<file path="src/rtl/dbgrst_pkg.sv">
package dbgrst_pkg;

    typedef enum logic [2:0] {
        OPM_STARTUP  = 3'd0,
        OPM_RESTART  = 3'd1,
        OPM_NORMAL   = 3'd2,
        OPM_STANDBY  = 3'd3,
        OPM_SLEEP    = 3'd4,
        OPM_FAILSAFE = 3'd5
    } opmode_t;

    typedef enum logic [2:0] {
        CS_POWERON  = 3'd0,
        CS_WD_OVF   = 3'd1,
        CS_WD_WIN   = 3'd2,
        CS_INT_TO   = 3'd3,
        CS_START_TO = 3'd4,
        CS_V1_LOW   = 3'd5,
        CS_LP_WD    = 3'd6,
        CS_UV_CLAMP = 3'd7
    } cause_t;

    typedef enum logic [1:0] {
        DV_SAMPLE  = 2'd0,
        DV_ARMABLE = 2'd1,
        DV_ACTIVE  = 2'd2,
        DV_SPENT   = 2'd3
    } devst_t;

    typedef enum logic {
        PS_IDLE = 1'b0,
        PS_HOLD = 1'b1
    } pulse_st_t;

    function automatic logic is_low_power(input logic [2:0] m);
        return (m == OPM_STANDBY) || (m == OPM_SLEEP);
    endfunction

endpackage

</file>
<file path="src/rtl/devflag_fsm.sv">
module devflag_fsm
    import dbgrst_pkg::*;
(
    input  logic       clk,
    input  logic       por_n,
    input  logic       strap_i,
    input  logic [2:0] opmode_i,
    input  logic       spec_wr_i,
    input  logic       spec_dev_i,
    input  logic       mode_wr_i,
    input  logic       mode_dev_i,
    output logic       dev_active_o
);

    devst_t state_q, state_d;
    logic   arm_req;
    logic   drop_req;

    assign arm_req  = spec_wr_i && spec_dev_i && (opmode_i == OPM_STARTUP);
    assign drop_req = mode_wr_i && !mode_dev_i;

    always_comb begin
        state_d = state_q;
        unique case (state_q)
            DV_SAMPLE:  state_d = strap_i ? DV_ACTIVE : DV_ARMABLE;
            DV_ARMABLE: if (arm_req) state_d = DV_ACTIVE;
            DV_ACTIVE:  if (drop_req) state_d = DV_SPENT;
            DV_SPENT:   state_d = DV_SPENT;
            default:    state_d = DV_SPENT;
        endcase
    end

    always_ff @(posedge clk or negedge por_n) begin
        if (!por_n) state_q <= DV_SAMPLE;
        else        state_q <= state_d;
    end

    always_comb begin
        dev_active_o = (state_q == DV_ACTIVE);
    end

    // a spent flag never revives before power-on reset
    a_r5_spent_sticky: assert property (@(posedge clk) disable iff (!por_n)
        (state_q == DV_SPENT) |=> (state_q == DV_SPENT));

    // a mode write with the bit clear ends the active flag
    a_r4_exit_on_clear: assert property (@(posedge clk) disable iff (!por_n)
        (state_q == DV_ACTIVE && mode_wr_i && !mode_dev_i) |=> (state_q == DV_SPENT));

    // arming needs a special write with the bit set in Start-up
    a_r3_arm_only_startup: assert property (@(posedge clk) disable iff (!por_n)
        (state_q == DV_ARMABLE && !(spec_wr_i && spec_dev_i && opmode_i == OPM_STARTUP))
        |=> (state_q == DV_ARMABLE));

    // the strap only matters on the edge right after power-on
    a_r2_strap_once: assert property (@(posedge clk) disable iff (!por_n)
        (state_q != DV_SAMPLE) |=> (state_q != DV_SAMPLE));

endmodule

</file>
<file path="src/rtl/fault_router.sv">
module fault_router
    import dbgrst_pkg::*;
(
    input  logic       dev_active_i,
    input  logic [2:0] opmode_i,
    input  logic       wd_ovf_i,
    input  logic       wd_win_i,
    input  logic       int_to_i,
    input  logic       start_to_i,
    input  logic       v1_low_i,
    input  logic       uv_clamp_i,
    input  logic       fs_cause_i,
    output logic       rst_trig_o,
    output logic       log_vld_o,
    output logic [2:0] log_code_o,
    output logic       irq_hit_o,
    output logic       fs_hit_o
);

    logic lp;
    logic ovf_run;
    logic ovf_lp;
    logic soft_fault;

    always_comb begin
        lp         = is_low_power(opmode_i);
        ovf_run    = wd_ovf_i && !lp;
        ovf_lp     = wd_ovf_i && lp;
        soft_fault = ovf_run || wd_win_i || int_to_i || start_to_i;

        rst_trig_o = v1_low_i || ovf_lp || (!dev_active_i && soft_fault);
        irq_hit_o  = dev_active_i && (ovf_run || wd_win_i);
        fs_hit_o   = uv_clamp_i || (fs_cause_i && !dev_active_i);

        log_vld_o  = 1'b1;
        if (uv_clamp_i)                        log_code_o = CS_UV_CLAMP;
        else if (v1_low_i)                     log_code_o = CS_V1_LOW;
        else if (ovf_lp)                       log_code_o = CS_LP_WD;
        else if (ovf_run)                      log_code_o = CS_WD_OVF;
        else if (wd_win_i)                     log_code_o = CS_WD_WIN;
        else if (int_to_i && !dev_active_i)    log_code_o = CS_INT_TO;
        else if (start_to_i && !dev_active_i)  log_code_o = CS_START_TO;
        else begin
            log_vld_o  = 1'b0;
            log_code_o = CS_POWERON;
        end
    end

endmodule

</file>
<file path="src/rtl/reset_stretch.sv">
module reset_stretch
    import dbgrst_pkg::*;
#(
    parameter int RST_LEN = 2
) (
    input  logic clk,
    input  logic por_n,
    input  logic trig_i,
    output logic rst_o
);

    localparam int CW = (RST_LEN > 2) ? $clog2(RST_LEN) : 1;
    localparam logic [CW-1:0] LOAD = CW'(RST_LEN - 1);

    pulse_st_t       st_q, st_d;
    logic [CW-1:0]   cnt_q, cnt_d;

    always_comb begin
        st_d  = st_q;
        cnt_d = cnt_q;
        unique case (st_q)
            PS_IDLE: begin
                if (trig_i) begin
                    st_d  = PS_HOLD;
                    cnt_d = LOAD;
                end
            end
            PS_HOLD: begin
                if (trig_i) begin
                    cnt_d = LOAD;
                end else if (cnt_q != '0) begin
                    cnt_d = cnt_q - 1'b1;
                end else begin
                    st_d = PS_IDLE;
                end
            end
            default: st_d = PS_IDLE;
        endcase
    end

    always_ff @(posedge clk or negedge por_n) begin
        if (!por_n) begin
            st_q  <= PS_IDLE;
            cnt_q <= '0;
        end else begin
            st_q  <= st_d;
            cnt_q <= cnt_d;
        end
    end

    always_ff @(posedge clk or negedge por_n) begin
        if (!por_n) rst_o <= 1'b0;
        else        rst_o <= trig_i || (st_q == PS_HOLD && cnt_q != '0);
    end

    // a reset pulse is never shorter than two cycles
    a_r12_min_width: assert property (@(posedge clk) disable iff (!por_n)
        $rose(rst_o) |=> rst_o);

    // a trigger always leaves the request high on the next cycle
    a_r12_trigger_hits: assert property (@(posedge clk) disable iff (!por_n)
        trig_i |=> rst_o);

endmodule

</file>
<file path="src/rtl/dbgrst_guard.sv">
module dbgrst_guard
    import dbgrst_pkg::*;
#(
    parameter int RST_LEN = 2
) (
    input  logic       clk,
    input  logic       por_n,
    input  logic       strap_i,
    input  logic [2:0] opmode_i,
    input  logic       mode_wr_i,
    input  logic       mode_dev_i,
    input  logic       spec_wr_i,
    input  logic       spec_dev_i,
    input  logic       wd_ovf_i,
    input  logic       wd_win_i,
    input  logic       int_to_i,
    input  logic       start_to_i,
    input  logic       v1_low_i,
    input  logic       uv_clamp_i,
    input  logic       fs_cause_i,
    output logic       rst_req_o,
    output logic       failsafe_req_o,
    output logic       irq_req_o,
    output logic [2:0] rst_src_o
);

    generate
        if (RST_LEN < 2) begin : g_len_bad
            initial $error("RST_LEN must be at least 2");
        end
    endgenerate

    logic       dev_active;
    logic       rst_trig;
    logic       log_vld;
    logic [2:0] log_code;
    logic       irq_hit;
    logic       fs_hit;

    devflag_fsm u_flag (
        .clk          (clk),
        .por_n        (por_n),
        .strap_i      (strap_i),
        .opmode_i     (opmode_i),
        .spec_wr_i    (spec_wr_i),
        .spec_dev_i   (spec_dev_i),
        .mode_wr_i    (mode_wr_i),
        .mode_dev_i   (mode_dev_i),
        .dev_active_o (dev_active)
    );

    fault_router u_route (
        .dev_active_i (dev_active),
        .opmode_i     (opmode_i),
        .wd_ovf_i     (wd_ovf_i),
        .wd_win_i     (wd_win_i),
        .int_to_i     (int_to_i),
        .start_to_i   (start_to_i),
        .v1_low_i     (v1_low_i),
        .uv_clamp_i   (uv_clamp_i),
        .fs_cause_i   (fs_cause_i),
        .rst_trig_o   (rst_trig),
        .log_vld_o    (log_vld),
        .log_code_o   (log_code),
        .irq_hit_o    (irq_hit),
        .fs_hit_o     (fs_hit)
    );

    reset_stretch #(.RST_LEN(RST_LEN)) u_pulse (
        .clk    (clk),
        .por_n  (por_n),
        .trig_i (rst_trig),
        .rst_o  (rst_req_o)
    );

    always_ff @(posedge clk or negedge por_n) begin
        if (!por_n) begin
            rst_src_o      <= CS_POWERON;
            irq_req_o      <= 1'b0;
            failsafe_req_o <= 1'b0;
        end else begin
            if (log_vld) rst_src_o <= log_code;
            irq_req_o      <= irq_hit;
            failsafe_req_o <= fs_hit;
        end
    end

    // a long undervoltage always reaches fail-safe
    a_r8_uv_failsafe: assert property (@(posedge clk) disable iff (!por_n)
        uv_clamp_i |=> (failsafe_req_o && rst_src_o == CS_UV_CLAMP));

    // the restart path is never suppressed
    a_r9_v1_resets: assert property (@(posedge clk) disable iff (!por_n)
        v1_low_i |=> rst_req_o);

    // low-power watchdog overflow always resets
    a_r10_lp_wd_resets: assert property (@(posedge clk) disable iff (!por_n)
        (wd_ovf_i && is_low_power(opmode_i)) |=> rst_req_o);

    // with the flag on and no unsuppressable cause, an idle reset stays idle
    a_r6_suppress: assert property (@(posedge clk) disable iff (!por_n)
        (dev_active && !v1_low_i && !(wd_ovf_i && is_low_power(opmode_i)) && !rst_req_o)
        |=> !rst_req_o);

    // a suppressed window miss still logs a nonzero cause
    a_r7_logs_cause: assert property (@(posedge clk) disable iff (!por_n)
        (dev_active && wd_win_i) |=> (irq_req_o && rst_src_o != CS_POWERON));

    // no interrupt without an active flag
    a_r1_irq_needs_flag: assert property (@(posedge clk) disable iff (!por_n)
        !dev_active |=> !irq_req_o);

endmodule

</file>
<file path="config.mk">
export PLATFORM = sky130hd
export DESIGN_NAME = dbgrst_guard
export DESIGN_NICKNAME = d
export VERILOG_FILES = /design/src/rtl/dbgrst_pkg.sv /design/src/rtl/devflag_fsm.sv /design/src/rtl/fault_router.sv /design/src/rtl/reset_stretch.sv /design/src/rtl/dbgrst_guard.sv
export SDC_FILE = /design/constraint.sdc
export NUM_CORES = 1
export LEC_CHECK = 0
export BUFFER_PORTS_ARGS = -buffer_cell sky130_fd_sc_hd__buf_2
export CORE_UTILIZATION = 39
export DETAILED_ROUTE_END_ITERATION = 6
export MAX_ROUTING_LAYER = met4
export PLACE_DENSITY = 0.71
export SLEW_MARGIN = 40
export SYNTH_ARGS = -nofsm -noshare
export SYNTH_HDL_FRONTEND = slang
export SYNTH_SLANG_ARGS = --single-unit
</file>
<file path="constraint.sdc">
create_clock -name clk -period 1.2 [get_ports clk]
set_clock_uncertainty 0.15 [all_clocks]
set_input_delay 0.06 -clock clk [delete_from_list [all_inputs] [get_ports clk]]
set_output_delay 0.06 -clock clk [all_outputs]
set_load 0.01 [all_outputs]
</file>
======== After elaboration in Yosys (flattened, before gate mapping) ========
Cells that the tools add are included.
storage, ports and cells
  bits in registers ....................... 10
  input bits .............................. 17
  output and inout bits ................... 6
  word-level logic and storage cells ...... 68
operators by class
  add/sub/neg operators ................... 1
  equality and inequality tests ........... 8
  mux-type cells .......................... 26
  bitwise gates (word level) .............. 1
  reduce and logical (&&, ||, !) cells .... 25
operators by type and width
  cell                                                   number
  2-to-1 mux 3 bit                                       7
  2-to-1 mux 1 bit                                       13
  logical AND 1 bit                                      11
  logical OR 1 bit                                       8
  one-hot mux 2 bit (4 select lines)                     1
  2-to-1 mux 2 bit                                       3
  == test 2 bit, second input constant                   2
  inequality test 2 x 1 -> 1 bit, second input constant  2
  one-hot mux 1 bit (2 select lines)                     2
  == test 3 x 2 -> 1 bit, second input constant          1
  == test 3 bit, second input constant                   1
  zero test 1 bit                                        3
  zero test 3 bit                                        1
  == test 2 x 1 -> 1 bit, second input constant          1
  zero test 2 bit                                        1
  inequality test 2 bit, second input constant           1
  AND reduction 2 bit                                    1
  inverter 1 bit                                         1
  subtractor 1 bit, second input constant                1

======== Logic depth before layout (Yosys ltp) ========
  depth in word-level cells ............... 11
  gate-level depth with buffers ........... 3
  gate-level depth less buffers ........... 3

======== By module ========
A second synthesis with hierarchy kept.
second synthesis, totals
  cells, all modules ...................... 45
  area, all modules ....................... 484.2 µm²
by module, submodules not included
  module         times used  cells each  area each (µm²)  sequential area each (µm²)
  dbgrst_guard   1           8           158.9            125.1
  fault_router   1           20          122.6            0.0
  reset_stretch  1           7           103.8            75.1
  devflag_fsm    1           10          98.8             50.0

======== Least setup slack after synthesis ========
OpenSTA, ideal clock, no wires.
  path type ............................... reg2reg
  from .................................... reg u_flag.state_q[0]
  to ...................................... reg u_pulse.cnt_q
  setup time .............................. 0.127 ns
  arrival ................................. 0.921 ns
  required time ........................... 0.923 ns
  setup slack ............................. 0.002 ns
  stages on the path, launching flop included .. 4
  path buffers ............................ 0
  period minus slack after synthesis ...... 1.198 ns
  cells stage by stage .................... dfrtp_1 > and2b_1 > o2111a_1 > o22ai_1
on the way
  word-level cells in the longest chain between the ends .. 6
  elaborated cells on any way between the ends .. 7
  those cells by class .................... eq/ne (2); mux (2); reduce/logical (3)
ends and longest elaborated chain
  element                             line                 source
  start: declaration                  devflag_fsm.sv:15    devst_t state_q, state_d;
  start signal: assignment            devflag_fsm.sv:35    else state_q <= state_d;
  == test 2 bit *                     devflag_fsm.sv:39    dev_active_o = (state_q == DV_ACTIVE);
  zero test 1 bit *                   fault_router.sv:31   rst_trig_o = v1_low_i || ovf_lp || (!dev_active_i && soft_fault);
  logical AND 1 bit *                 fault_router.sv:31
  logical OR 1 bit *                  fault_router.sv:31
  2-to-1 mux 1 bit                    reset_stretch.sv:29  if (trig_i) begin
  one-hot mux 1 bit (2 select lines)  reset_stretch.sv:21  unique case (st_q)
  end signal: assignment              reset_stretch.sv:47  cnt_q <= cnt_d;
  end: declaration                    reset_stretch.sv:16  logic [CW-1:0] cnt_q, cnt_d;
Mark *: on every way between the ends. The rest lies on a longest branch, timed or not.
A chain may end at the register's enable or synchronous reset.

======== Final worst setup path ========
  from .................................... reg u_flag.state_q[1]
  to ...................................... reg rst_src_o[0]
on the way
  word-level cells in the longest chain between the ends .. 10
  elaborated cells on any way between the ends .. 17
  those cells by class .................... eq/ne (1); mux (13); reduce/logical (3)
ends and longest elaborated chain
  element                 line                                    source
  == test 2 bit *         devflag_fsm.sv:39
  zero test 1 bit *       fault_router.sv:41, fault_router.sv:42
  logical AND 1 bit       fault_router.sv:42                      else if (start_to_i && !dev_active_i) log_code_o = CS_START_TO;
  2-to-1 mux 1 bit        fault_router.sv:42
  2-to-1 mux 1 bit        fault_router.sv:41                      else if (int_to_i && !dev_active_i) log_code_o = CS_INT_TO;
  2-to-1 mux 1 bit        fault_router.sv:40                      else if (wd_win_i) log_code_o = CS_WD_WIN;
  2-to-1 mux 1 bit        fault_router.sv:39                      else if (ovf_run) log_code_o = CS_WD_OVF;
  2-to-1 mux 1 bit        fault_router.sv:38                      else if (ovf_lp) log_code_o = CS_LP_WD;
  2-to-1 mux 1 bit        fault_router.sv:37                      else if (v1_low_i) log_code_o = CS_V1_LOW;
  2-to-1 mux 1 bit        fault_router.sv:36                      if (uv_clamp_i) log_code_o = CS_UV_CLAMP;
  end signal: assignment  dbgrst_guard.sv:82                      if (log_vld) rst_src_o <= log_code;
  end: declaration        dbgrst_guard.sv:24                      output logic [2:0] rst_src_o
Marks and branches as above.

==> metrics.md <==
| Metric | Value |
|---|---|
| Outcome | complete, but fails checks |
| Failing checks | setup timing |
| Gpl congestion | 0.7332 |
| Die X | 38.67 um |
| Pwr per Cell Area | 1038 nW/um^2 |
| Max Freq | 769.9 MHz |
| Worst-Margin Slew | 0.3448 ns |
| YS warnings | 0 |
| Worst Path Required | 1.22 ns |
| Worst path top cell family by delay | flip-flops |
| Post-synth design cell area | 524.3 um^2 |
| Slew HR | 0.7682 |
| Dpl hpwl | 984.5 um |
| Grt ovf | 0 |
| Final core utilization | 0.7340 |
| Area Growth Syn to Fin | 63.96% |
| Setup CP Type | reg2reg |
| Core area | 1171 um^2 |
| Syn Nets | 67 |
| Worst path arrival time | 1.32 ns |
| Initial Util | 0.4476 |
| Commonest non-fill, non-tap cell in the layout | buf_2 |
| Rows | 12 |
| Max-Cap Viols | 0 |
| IO Count | 23 |
| Count of state elements after synthesis | 10 |
| Drt first pass iters | 4 |
| Initial antenna violation count | 0 |
| Worst hold path class | in2reg |
| Largest net degree at the start of global routing | 11 |
| Longest Clk Path Bufs | 2 |
| Setup violators final | 8 |
| Share of post-route cells with drive strength above 1 | 0.4505 |
| Final period util | 1.082 |
| Root Buffer | clkbuf_4 |
| Routed wire length | 1406 um |
| Cell area after layout | 859.6 um^2 |
| Setup Total Neg Slack | -0.4994 ns |
| Syn Inst Count | 50 |
| CP max-delay cell | dfrtp_1 |
| Nets@finish | 109 |
| Most frequent cells in the layout | buf_2 (22), dfrtp_1 (10), dlygate4sd3_1 (10) |
| Pleak | 0.4101 nW |
| Vias | 542 |
| TritonCTS clock tree | done |
| Worst Path Buf+Inv | 0 |
| Worst-path cell chain | and2b_2 -> o211a_1 -> a31oi_1 |
| Num CTS Buffers | 3 |
| Post-route setup slack | -0.09891 ns |
| Die ar. | 1495 um^2 |
| Post-synth cell types | 27 |
| Seq/Total Area, Yosys | 0.4773 |
| DR DRC count | 0 |
| Post-DR wirelength/cell | 13.39 um |
| Antenna diode count | 0 |
| Clk sink count | 10 |
| Via/cell ratio | 5.162 |
| Clock slew at reported path FFs | 0.07 ns |
| Hold WS | 0.01948 ns |
| Final Max Slew Viols | 0 |
| GRT Util Overall | 0.2030 |
| Crit start category | flip-flop |
| Worst setup EP type | flip-flop |
| Drt initial violations | 10 |
| Crit-path max cell delay | 0.44 ns |
| Placed Instance Area | 674.4 um^2 |
| Max VDD drop | 0.0007776 V |
| Avg Synthesized Cell Area | 10.49 um^2 |
| Period minus WS final | 1.299 ns |
| Pre-CTS WS | -0.08510 ns |
| Max FO, Critical Path | 5 |
| RSZ-0062 raised after global routing | yes |
| Hold Vio Cnt, Final | 0 |
| Vias in the first global route | 505 |
| Antenna Nets Post-Route | 0 |
| I/O Buffers | 22 |
| Chip Height | 38.67 um |
| Clk Latency, worst-skew pair | 0.26 ns |
| H-tree levels | 1 |
| Global-route wire length before repair | 1994 um |
==> area by class of cell <==
| type | count | area, um^2 |
|---|---|---|
| repair buffers | 37 | 255.2 |
| inverters | 4 | 15.01 |
| fillers | 84 | 311.5 |
| well taps | 14 | 17.52 |
| clock buffers | 4 | 36.28 |
| multi-input cells | 36 | 285.3 |
| flip-flops and latches | 10 | 250.2 |
==> registers in the layout, summed over array words and instances (netlist names) <==
register,flops
u_pulse.st_q,1
u_pulse.rst_o,1
irq_req_o,1
u_pulse.cnt_q,1
rst_src_o,3
u_flag.state_q,2
failsafe_req_o,1
==> path summary, 6_finish.rpt <==
| check | from | endpoint | slack [ns] | cells after the start |
|---|---|---|---|---|
| min in group asynchronous | por_n | rst_src_o[1] | 0.03 | 2 |
| max in group asynchronous | por_n | u_flag.state_q[1] | 0.67 | 2 |
| setup reg to reg | u_flag.state_q[1] | rst_src_o[0] | -0.1 | 3 |
| hold reg to reg | u_pulse.st_q | u_pulse.cnt_q | 0.33 | 1 |
| setup / recovery | u_flag.state_q[1] | rst_src_o[0] | -0.1 | 3 |
| hold / removal | strap_i | u_flag.state_q[1] | 0.02 | 3 |
==> cell families (layout without fill, tap and decap cells) <==
family,count (synthesis),count (layout),share of synthesized area
compound gates,18,18,0.2745
buf+inv,4,45,0.02863
flops,10,10,0.4773
simple gates,18,18,0.2196
==> worst min-delay path: stages <==
cell and delay [ns]:
buf_2 0.07, nor2b_1 0.11, a311o_1 0.15
==> Yosys cell counts, drive strengths merged <==
library cell  count  area, um^2
o221a             1       11.26
a311o             1       10.01
a31oi             2       12.51
o221ai            1       8.760
o21ai             5       25.02
or2               1       6.260
and2b             1       7.510
o22ai             1       6.260
o311ai            1       16.27
nand2             5       18.77
o211ai            1       7.510
inv               4       15.01
nor4              1       12.51
nand2b            3       26.27
and3              1       6.260
o2111a            1       11.26
o211a             1       10.01
nand4b            1       8.760
nor4b             1       8.760
nor2b             2       12.51
o32a              1       10.01
o21a              1       7.510
nor2              2       7.510
a21boi            1       7.510
dfrtp            10       250.2
==> metrics by stage <==
stage                     std cells  total power, mW
after floorplan                  50           0.4504
after global placement           89           0.5326
after detailed placement         89           0.5384
after CTS                       105           0.8904
after global routing            105           0.9385
final                           105           0.8924
==> power by group <==
part	leakage (nW)	internal (mW)	switching, mW
combinational	0.290	0.118	0.0927
sequential	0.0988	0.359	0.0141
clock	0.0210	0.184	0.125
==> per-layer routing <==
metal	wire length, um	GRT usage	vias up
met3	59	0.05202	2
met5	0	-	-
met4	9	0.05172	0
met2	763	0.3833	22
met1	574	0.2043	245
li1	-	-	273
==> repair_timing <==
item / in CTS / in global routing
pin swaps: 5 / 3
buffers inserted: 2 / 0
endpoints found under the hold margin: 16 / 0
endpoints found under the setup margin: 6 / 8
resized for setup: 3 / 5
hold buffers: 10 / 0
(Power assumes the default switching activity.)
